$ cat src/rtl/wdt_pkg.sv
// Shared constants for the two-stage watchdog: register addresses and
// bit positions inside the control and status registers.
package wdt_pkg;

    localparam int ADDR_W = 3;

    typedef enum logic [ADDR_W-1:0] {
        A_CTRL   = 3'd0,
        A_KICK   = 3'd1,
        A_PERIOD = 3'd2,
        A_STATUS = 3'd3,
        A_COUNT  = 3'd4
    } wdt_addr_e;

    // control register bit positions
    localparam int C_HALT     = 0;
    localparam int C_SMI_LOC  = 1;
    localparam int C_SMI_GLB  = 2;
    localparam int C_NOREBOOT = 3;

    // status register bit positions
    localparam int S_FIRST  = 0;
    localparam int S_SECOND = 1;
    localparam int S_BOOT   = 2;
    localparam int STS_W    = 3;

endpackage

$ cat src/rtl/wdt_counter.sv
// Countdown and stage tracking for the watchdog.
// Assumes: tick is a one-cycle enable; kick has priority over a tick in the
// same cycle; period changes take effect at the next load only.
module wdt_counter #(
    parameter int PER_W   = 10,
    parameter int PER_RST = 4
) (
    input  logic             clk,
    input  logic             rst_n,
    input  logic             tick,
    input  logic             halt,
    input  logic             kick,
    input  logic [PER_W-1:0] period,
    input  logic             noreboot,
    output logic [PER_W-1:0] count,
    output logic             ev_first,
    output logic             ev_second,
    output logic             ev_boot
);
    localparam logic [PER_W-1:0] PER_INIT = PER_W'(PER_RST);

    logic [PER_W-1:0] count_q;
    logic             stage_q;   // a first timeout is pending
    logic             step;
    logic             expire;

    // decode whether this cycle steps or expires the count
    always_comb begin
        step      = tick && !halt && !kick;
        expire    = step && (count_q == '0);
        ev_first  = expire && !stage_q;
        ev_second = expire && stage_q;
        ev_boot   = ev_second && !noreboot;
    end

    // count register and pending-stage flag
    always_ff @(posedge clk) begin
        if (!rst_n) begin
            count_q <= PER_INIT;
            stage_q <= 1'b0;
        end else if (kick) begin
            count_q <= period;
            stage_q <= 1'b0;
        end else if (expire) begin
            count_q <= period;
            stage_q <= !stage_q;
        end else if (step) begin
            count_q <= count_q - 1'b1;
        end
    end

    assign count = count_q;

endmodule

$ cat src/rtl/wdt_regs.sv
// Register file of the watchdog: control, period, write-one-to-clear status
// and a registered read mux. Assumes one access per cycle on the port.
module wdt_regs
    import wdt_pkg::*;
#(
    parameter int DATA_W  = 16,
    parameter int PER_W   = 10,
    parameter int PER_RST = 4
) (
    input  logic              clk,
    input  logic              rst_n,
    input  logic              wr_en,
    input  logic              rd_en,
    input  logic [ADDR_W-1:0] addr,
    input  logic [DATA_W-1:0] wdata,
    input  logic              strap_lock,
    input  logic              ev_first,
    input  logic              ev_second,
    input  logic              ev_boot,
    input  logic [PER_W-1:0]  count_in,
    output logic              halt,
    output logic              smi_loc_en,
    output logic              smi_glb_en,
    output logic              noreboot,
    output logic [PER_W-1:0]  period,
    output logic              kick,
    output logic [STS_W-1:0]  status,
    output logic [DATA_W-1:0] rdata
);
    localparam logic [PER_W-1:0] PER_INIT = PER_W'(PER_RST);

    logic              halt_q, sloc_q, sglb_q, nr_q;
    logic [PER_W-1:0]  period_q;
    logic [STS_W-1:0]  sts_set;
    logic              sts_wr;
    logic [DATA_W-1:0] rd_mux;
    logic [DATA_W-1:0] rdata_q;

    // strobe decode for write-triggered actions
    always_comb begin
        kick   = wr_en && (addr == A_KICK);
        sts_wr = wr_en && (addr == A_STATUS);
    end

    // control register; no-reboot is forced on by the strap
    always_ff @(posedge clk) begin
        if (!rst_n) begin
            halt_q <= 1'b1;
            sloc_q <= 1'b0;
            sglb_q <= 1'b0;
            nr_q   <= 1'b0;
        end else if (wr_en && addr == A_CTRL) begin
            halt_q <= wdata[C_HALT];
            sloc_q <= wdata[C_SMI_LOC];
            sglb_q <= wdata[C_SMI_GLB];
            nr_q   <= wdata[C_NOREBOOT];
        end
    end

    // period register keeps only the low field
    always_ff @(posedge clk) begin
        if (!rst_n)
            period_q <= PER_INIT;
        else if (wr_en && addr == A_PERIOD)
            period_q <= wdata[PER_W-1:0];
    end

    // map counter events onto status bit positions
    always_comb begin
        sts_set           = '0;
        sts_set[S_FIRST]  = ev_first;
        sts_set[S_SECOND] = ev_second;
        sts_set[S_BOOT]   = ev_boot;
    end

    // one sticky flag per status bit, set wins over write-one-clear
    for (genvar i = 0; i < STS_W; i++) begin : g_sts
        logic flag_q;
        always_ff @(posedge clk) begin
            if (!rst_n)
                flag_q <= 1'b0;
            else if (sts_set[i])
                flag_q <= 1'b1;
            else if (sts_wr && wdata[i])
                flag_q <= 1'b0;
        end
        assign status[i] = flag_q;
    end

    // read mux over the register map
    always_comb begin
        rd_mux = '0;
        case (wdt_addr_e'(addr))
            A_CTRL: begin
                rd_mux[C_HALT]     = halt_q;
                rd_mux[C_SMI_LOC]  = sloc_q;
                rd_mux[C_SMI_GLB]  = sglb_q;
                rd_mux[C_NOREBOOT] = nr_q | strap_lock;
            end
            A_PERIOD: rd_mux[PER_W-1:0] = period_q;
            A_STATUS: rd_mux[STS_W-1:0] = status;
            A_COUNT:  rd_mux[PER_W-1:0] = count_in;
            default:  rd_mux = '0;
        endcase
    end

    // registered read data, held between reads
    always_ff @(posedge clk) begin
        if (!rst_n)
            rdata_q <= '0;
        else if (rd_en)
            rdata_q <= rd_mux;
    end

    assign halt       = halt_q;
    assign smi_loc_en = sloc_q;
    assign smi_glb_en = sglb_q;
    assign noreboot   = nr_q | strap_lock;
    assign period     = period_q;
    assign rdata      = rdata_q;

endmodule

$ cat src/rtl/wdt_two_stage.sv
// Two-stage watchdog top: register file, countdown, and registered
// interrupt / reset request pulses. Assumes tick comes from a prescaler
// in the same clock domain.
module wdt_two_stage #(
    parameter int DATA_W  = 16,
    parameter int PER_W   = 10,
    parameter int PER_RST = 4
) (
    input  logic                       clk,
    input  logic                       rst_n,
    input  logic                       tick,
    input  logic                       strap_nr_lock,
    input  logic                       wr_en,
    input  logic                       rd_en,
    input  logic [wdt_pkg::ADDR_W-1:0] addr,
    input  logic [DATA_W-1:0]          wdata,
    output logic [DATA_W-1:0]          rdata,
    output logic                       smi_req,
    output logic                       reset_req
);
    import wdt_pkg::*;

    logic                  halt, smi_loc_en, smi_glb_en, noreboot, kick;
    logic [PER_W-1:0]      period, count;
    logic [STS_W-1:0]      status;
    logic                  ev_first, ev_second, ev_boot;
    logic                  smi_q, rst_q;

    wdt_regs #(
        .DATA_W (DATA_W),
        .PER_W  (PER_W),
        .PER_RST(PER_RST)
    ) u_regs (
        .clk       (clk),
        .rst_n     (rst_n),
        .wr_en     (wr_en),
        .rd_en     (rd_en),
        .addr      (addr),
        .wdata     (wdata),
        .strap_lock(strap_nr_lock),
        .ev_first  (ev_first),
        .ev_second (ev_second),
        .ev_boot   (ev_boot),
        .count_in  (count),
        .halt      (halt),
        .smi_loc_en(smi_loc_en),
        .smi_glb_en(smi_glb_en),
        .noreboot  (noreboot),
        .period    (period),
        .kick      (kick),
        .status    (status),
        .rdata     (rdata)
    );

    wdt_counter #(
        .PER_W  (PER_W),
        .PER_RST(PER_RST)
    ) u_cnt (
        .clk      (clk),
        .rst_n    (rst_n),
        .tick     (tick),
        .halt     (halt),
        .kick     (kick),
        .period   (period),
        .noreboot (noreboot),
        .count    (count),
        .ev_first (ev_first),
        .ev_second(ev_second),
        .ev_boot  (ev_boot)
    );

    // request pulses, aligned with the status update
    always_ff @(posedge clk) begin
        if (!rst_n) begin
            smi_q <= 1'b0;
            rst_q <= 1'b0;
        end else begin
            smi_q <= ev_first && smi_loc_en && smi_glb_en;
            rst_q <= ev_boot;
        end
    end

    assign smi_req   = smi_q;
    assign reset_req = rst_q;

endmodule

$ cat config.mk
export PLATFORM = sky130hd
export DESIGN_NAME = wdt_two_stage
export DESIGN_NICKNAME = d
export VERILOG_FILES = /design/src/rtl/wdt_pkg.sv /design/src/rtl/wdt_counter.sv /design/src/rtl/wdt_regs.sv /design/src/rtl/wdt_two_stage.sv
export SDC_FILE = /design/constraint.sdc
export NUM_CORES = 1
export LEC_CHECK = 0
export BUFFER_PORTS_ARGS = -buffer_cell sky130_fd_sc_hd__buf_2
export CORE_UTILIZATION = 50
export DETAILED_ROUTE_END_ITERATION = 10
export GPL_ROUTABILITY_DRIVEN = 0
export PLACE_DENSITY = 0.73
export SLEW_MARGIN = 20
export SYNTH_ARGS = -nofsm -noshare
export SYNTH_HDL_FRONTEND = slang
export SYNTH_HIERARCHICAL = 1
export SYNTH_SLANG_ARGS = --single-unit
$ cat constraint.sdc
create_clock -name clk -period 3.2 [get_ports clk]
set_input_delay 0.64 -clock clk [delete_from_list [all_inputs] [get_ports clk]]
set_output_delay 0.64 -clock clk [all_outputs]
set_load 0.01 [all_outputs]
Yosys cells after proc, flatten, opt, wreduce, memory -nomap -nowiden
Cells that the tools add are included.
{"block": "totals", "ff_bits": 40, "in_bits": 25, "out_inout_bits": 18, "wordCells": 58}
{"block": "op_classes", "addsub": 1, "eq_ne": 4, "n_mux": 12, "bitwise": 2, "n_reduce_logical": 26}
{"op": "two-way mux 10 bit", "n": 3}
{"op": "logical AND 1 bit", "n": 15}
{"op": "one-hot mux 3 bit (4 select lines)", "n": 1}
{"op": "one-hot mux 6 bit (2 select lines)", "n": 1}
{"op": "zero test 10 bit", "n": 1}
{"op": "subtractor 10 x 1 -> 10 bit (second input constant)", "n": 1}
{"op": "== test 3 x 2 -> 1 bit (second input constant)", "n": 2}
{"op": "two-way mux 1 bit", "n": 6}
{"op": "nonzero test 2 bit", "n": 3}
{"op": "zero test 1 bit", "n": 4}
{"op": "== test 3 x 1 -> 1 bit (second input constant)", "n": 1}
{"op": "== test 3 bit (second input constant)", "n": 1}
{"op": "zero test 3 bit", "n": 1}
{"op": "one-hot mux 1 bit (3 select lines)", "n": 1}
{"op": "nonzero test 3 bit", "n": 1}
{"op": "OR reduction 2 bit", "n": 1}
{"op": "NOT 1 bit", "n": 1}
{"op": "bitwise OR 1 bit", "n": 1}

Depth between registers and ports, before layout
{"block": "logic_depth", "ltp_word": 8, "ltp_mapped": 8, "depth_no_buf": 7}

Cells and area by module
The synthesis kept the hierarchy.
{"module": "wdt_regs", "instances": 1, "cells_per_inst": 159, "area_per_inst_um2": 1416.4, "seq_area_each_um2": 540.5}
{"module": "wdt_counter", "instances": 1, "cells_per_inst": 94, "area_per_inst_um2": 800.8, "seq_area_each_um2": 220.2}
{"module": "wdt_two_stage", "instances": 1, "cells_per_inst": 4, "area_per_inst_um2": 56.3, "seq_area_each_um2": 40.0}

Worst setup path before layout
OpenSTA, ideal clock, no wires.
{"block": "synth_timing", "path_type": "input port to flip-flop", "startpoint": "in addr[2] (netlist name)", "endpoint": "reg u_cnt.count_q[1], in the netlist u_cnt/count[1]", "setup_time_ns": 0.088, "t_arrival_ns": 1.994, "required_ns": 3.112, "setup_slack_ns": 1.118, "cell_stages": 8, "n_path_buf": 3, "cell_sequence": "buf_6 > clkbuf_1 > nor4bb_1 > clkbuf_8 > inv_1 > nand2_1 > o21ai_0 > a311oi_2"}
{"block": "synth_between", "elab_chain_cells": 7, "elab_cells_between_ends": 8, "cone_classes": "eq/ne: 1; mux: 2; reduce/logical: 5"}
{"element": "from (decl)", "line_no": "wdt_two_stage.sv:15", "rtl": "input logic [wdt_pkg::ADDR_W-1:0] addr,"}
{"element": "== test 3 x 1 -> 1 bit *", "line_no": "wdt_regs.sv:41", "rtl": "kick = wr_en && (addr == A_KICK);"}
{"element": "logical AND 1 bit *", "line_no": "wdt_regs.sv:41"}
{"element": "via kick", "line_no": "wdt_two_stage.sv:23", "rtl": "logic halt, smi_loc_en, smi_glb_en, noreboot, kick;"}
{"element": "zero test 1 bit", "line_no": "wdt_counter.sv:29", "rtl": "step = tick && !halt && !kick;"}
{"element": "logical AND 1 bit", "line_no": "wdt_counter.sv:29"}
{"element": "logical AND 1 bit", "line_no": "wdt_counter.sv:30", "rtl": "expire = step && (count_q == '0);"}
{"element": "two-way mux 10 bit", "line_no": "wdt_counter.sv:44", "rtl": "end else if (expire) begin"}
{"element": "two-way mux 10 bit", "line_no": "wdt_counter.sv:41", "rtl": "end else if (kick) begin"}
{"element": "to (signal assigned)", "line_no": "wdt_counter.sv:42", "rtl": "count_q <= period;"}
{"element": "to (signal assigned)", "line_no": "wdt_counter.sv:45", "rtl": "count_q <= period;"}
{"element": "to (signal assigned)", "line_no": "wdt_counter.sv:48", "rtl": "count_q <= count_q - 1'b1;"}
{"element": "to (decl)", "line_no": "wdt_counter.sv:22", "rtl": "logic [PER_W-1:0] count_q;"}
The timed path passes the listed nets; every way through them passes the cells marked *.
A chain may end at the register's enable or synchronous reset.

Worst setup path after layout
Ends and elaborated chain as after synthesis.

==> results.txt <==
- Global-route congestion overflow total: 0
- Derived from the worst setup path, the maximum achievable clock frequency is 456.2 MHz.
- The worst register-to-register path begins at u_cnt/count[0].
- In this run the static leakage power is 0.9319 nW.
- Latest clock arrival within the worst-skew pair: approximately 0.29 ns
- Area growth from synthesis to final layout: 8.338%
- Setup_tns: 0 ns
- Average cell area after synthesis: slightly below 9 µm²
* Post-cts repair resize count: 0
- Setup slack, reg-to-reg: roughly 1.1 ns
* Die H: approximately 69 µm
- Drt initial violations: 157
* Setup Skew: ~0.0031 ns
- Number of endpoints failing setup at the final stage: 0
- Port buffering added 30 buffers.
* Classification of the worst setup path: input port to register
- Using the TritonRoute via totals, the vias-per-cell ratio works out to 5.662.
- The flow ran to the end, and the final reports show no timing, DRC or antenna violations.
* Beginning of the critical path: addr[2]
- Drc violations: 0
* Vias after detailed routing: 1857
- Detailed placement ended at an HPWL of 3449 µm.
- The initial utilization of the core area, before any placement, comes to 0.5170.
- Slew Limit Fails: 0
- The die covers roughly 0.0048 mm².
- Largest fanout of any net on the critical path: 26
- Clock tree buffer depth: 2
- The worst pin sits at a relative slew slack of 0.5355.
* Total CTS buffers: 5
- H-Tree Level Count: 2
- Number of antenna-violating nets in the routed design: 0
- Required time at the worst-slack endpoint: approximately 3.4 ns
- Setup repair after global routing left no endpoint under its margin.
- Number of max-cap violations: 0
- Detailed-route wire length: 4794 µm
* Number of antenna violations at the first check in global routing: 0
* Maximum number of pins on one net before global-route repair: 39
- Post-CTS Setup Bufs: 0
- In the final design database the tool counted 301 nets.
- Core outline area: ~0.0044 mm²
* Number of antenna repair diodes: 0
* Via count of the first global-routing pass: 1658
- Global-route wire length before repair: a little over 8000 µm
- I/O Pins: 43
- X dimension of the die: a little under 70 µm
* Number of clock sinks: 40
- The hold violation total from the final report was 0.
* Fin crit period: 2.192 ns
- After synthesis the cells add up to ~0.0023 mm².
- In the final layout, the share of cells above drive strength 1 is 0.1993.
- Data arrives at the worst endpoint at approximately 2.4 ns.
- Worst-margin pin slew: between 0.6 and 0.7 ns
- Critical Path Sink Type: register
- Hold_ws: 0.4489 ns
- TritonCTS clock tree: done
* Startpoint types: input port
- IR analysis of the VDD net gives a maximum drop of approximately 0.00028 V.
* Number of instances in the synthesized netlist: 254
* Tot GR Track Use: 0.2106
- For this design, the CTS-stage hold fixing added 0 buffers.
- Synthesis warning total: 6
* Portion of the clock cycle consumed by the worst path in the final layout: 0.6850
- Dividing total power by cell area gives a power density of around 390 mW/mm².
- Wirelength per Cell: about 15 µm
- Before antenna repair, the detailed router went through 4 iterations.
- Reg clk slew, reported paths: around 0.08 ns
- Hold Path Class: register to register
- Floorplan row count: 24
- In this run the clock root is driven by a clkbuf_8.
- In this run the most critical hold path is launched from u_regs/rdata[1].
## power breakdown
part           switching (W)  internal [W]
registers         0.00000948      0.000505
logic              0.0000566     0.0000386
clock network       0.000173      0.000175
total               0.000239      0.000719
## state kept, by name, summed over array words and instances (netlist names)
name	cells
u_cnt/count	10
u_regs/g_sts.flag_q	3
u_regs/period	10
u_regs/rdata	10
u_regs/smi_glb_en	1
u_cnt/stage_q	1
u_regs/halt	1
reset_req	1
u_regs/smi_loc_en	1
smi_req	1
u_regs/nr_q	1
## worst max-delay path: stages
cell      delay (ns)
buf_2           0.23
nor4bb_1        0.53
buf_4           0.26
inv_1           0.12
nand2_1         0.26
o21ai_0         0.14
a311oi_2        0.21
## layout by cell type (no fill, tap or decap), drive strengths merged, types with 2 or more instances in the layout
cell / instances
dfxtp: 40
nand2: 32
buf: 31
a21oi: 16
nand3b: 14
nor2b: 13
a21boi: 12
nor2: 11
o21a: 9
o21ai: 8
mux2i: 8
inv: 7
clkbuf: 7
conb: 6
nor3: 5
nor4b: 5
nand3: 4
a211oi: 4
nor4bb: 4
nand4: 3
o211ai: 3
nand2b: 3
mux2: 3
nor3b: 3
nand4bb: 2
o22ai: 2
a311oi: 2
## layer usage
metal / global-route usage / wire (µm) / vias to the layer above
met1: 0.2889 / 2277 / 855
met5: 0 / 0 / -
met4: 0.07710 / 71 / 0
met3: 0.04678 / 245 / 7
met2: 0.3236 / 2199 / 55
li1: - / - / 940
## stage by stage
step | cell area [µm²] | setup WS [ns] | power (W) | util | cells
6_report | 2439 | 1.008 | 0.0009578 | 0.5601 | 328
2_1_floorplan | 2270 | 1.118 | 0.0006023 | - | 259
3_5_place_dp | 2345 | 0.7122 | 0.0006206 | 0.5385 | 320
3_3_place_gp | 2345 | 0.7465 | 0.0006195 | 0.5385 | 320
4_1_cts | 2439 | 1.025 | 0.0009694 | 0.5601 | 328
5_1_grt | 2439 | 0.8694 | 0.0009977 | 0.5601 | 328
## path summary, 6_finish.rpt
check	end	depth (start not counted)
worst max-delay path	u_cnt/count[1]	7
worst min register to register	u_regs/rdata[1]	2
worst min-delay path	u_regs/rdata[1]	2
worst max register to register	u_cnt/count[8]	6
## area by class of cell
class	instances	area, µm²
Multi-Input combinational cell	190	1295
Clock inverter	1	7.507
Inverter	7	26.28
Tap cell	52	65.06
Sequential cell	40	800.8
Timing Repair Buffer	31	157.7
Fill cell	404	1916
Clock buffer	7	86.33
(Power assumes the default switching activity.)
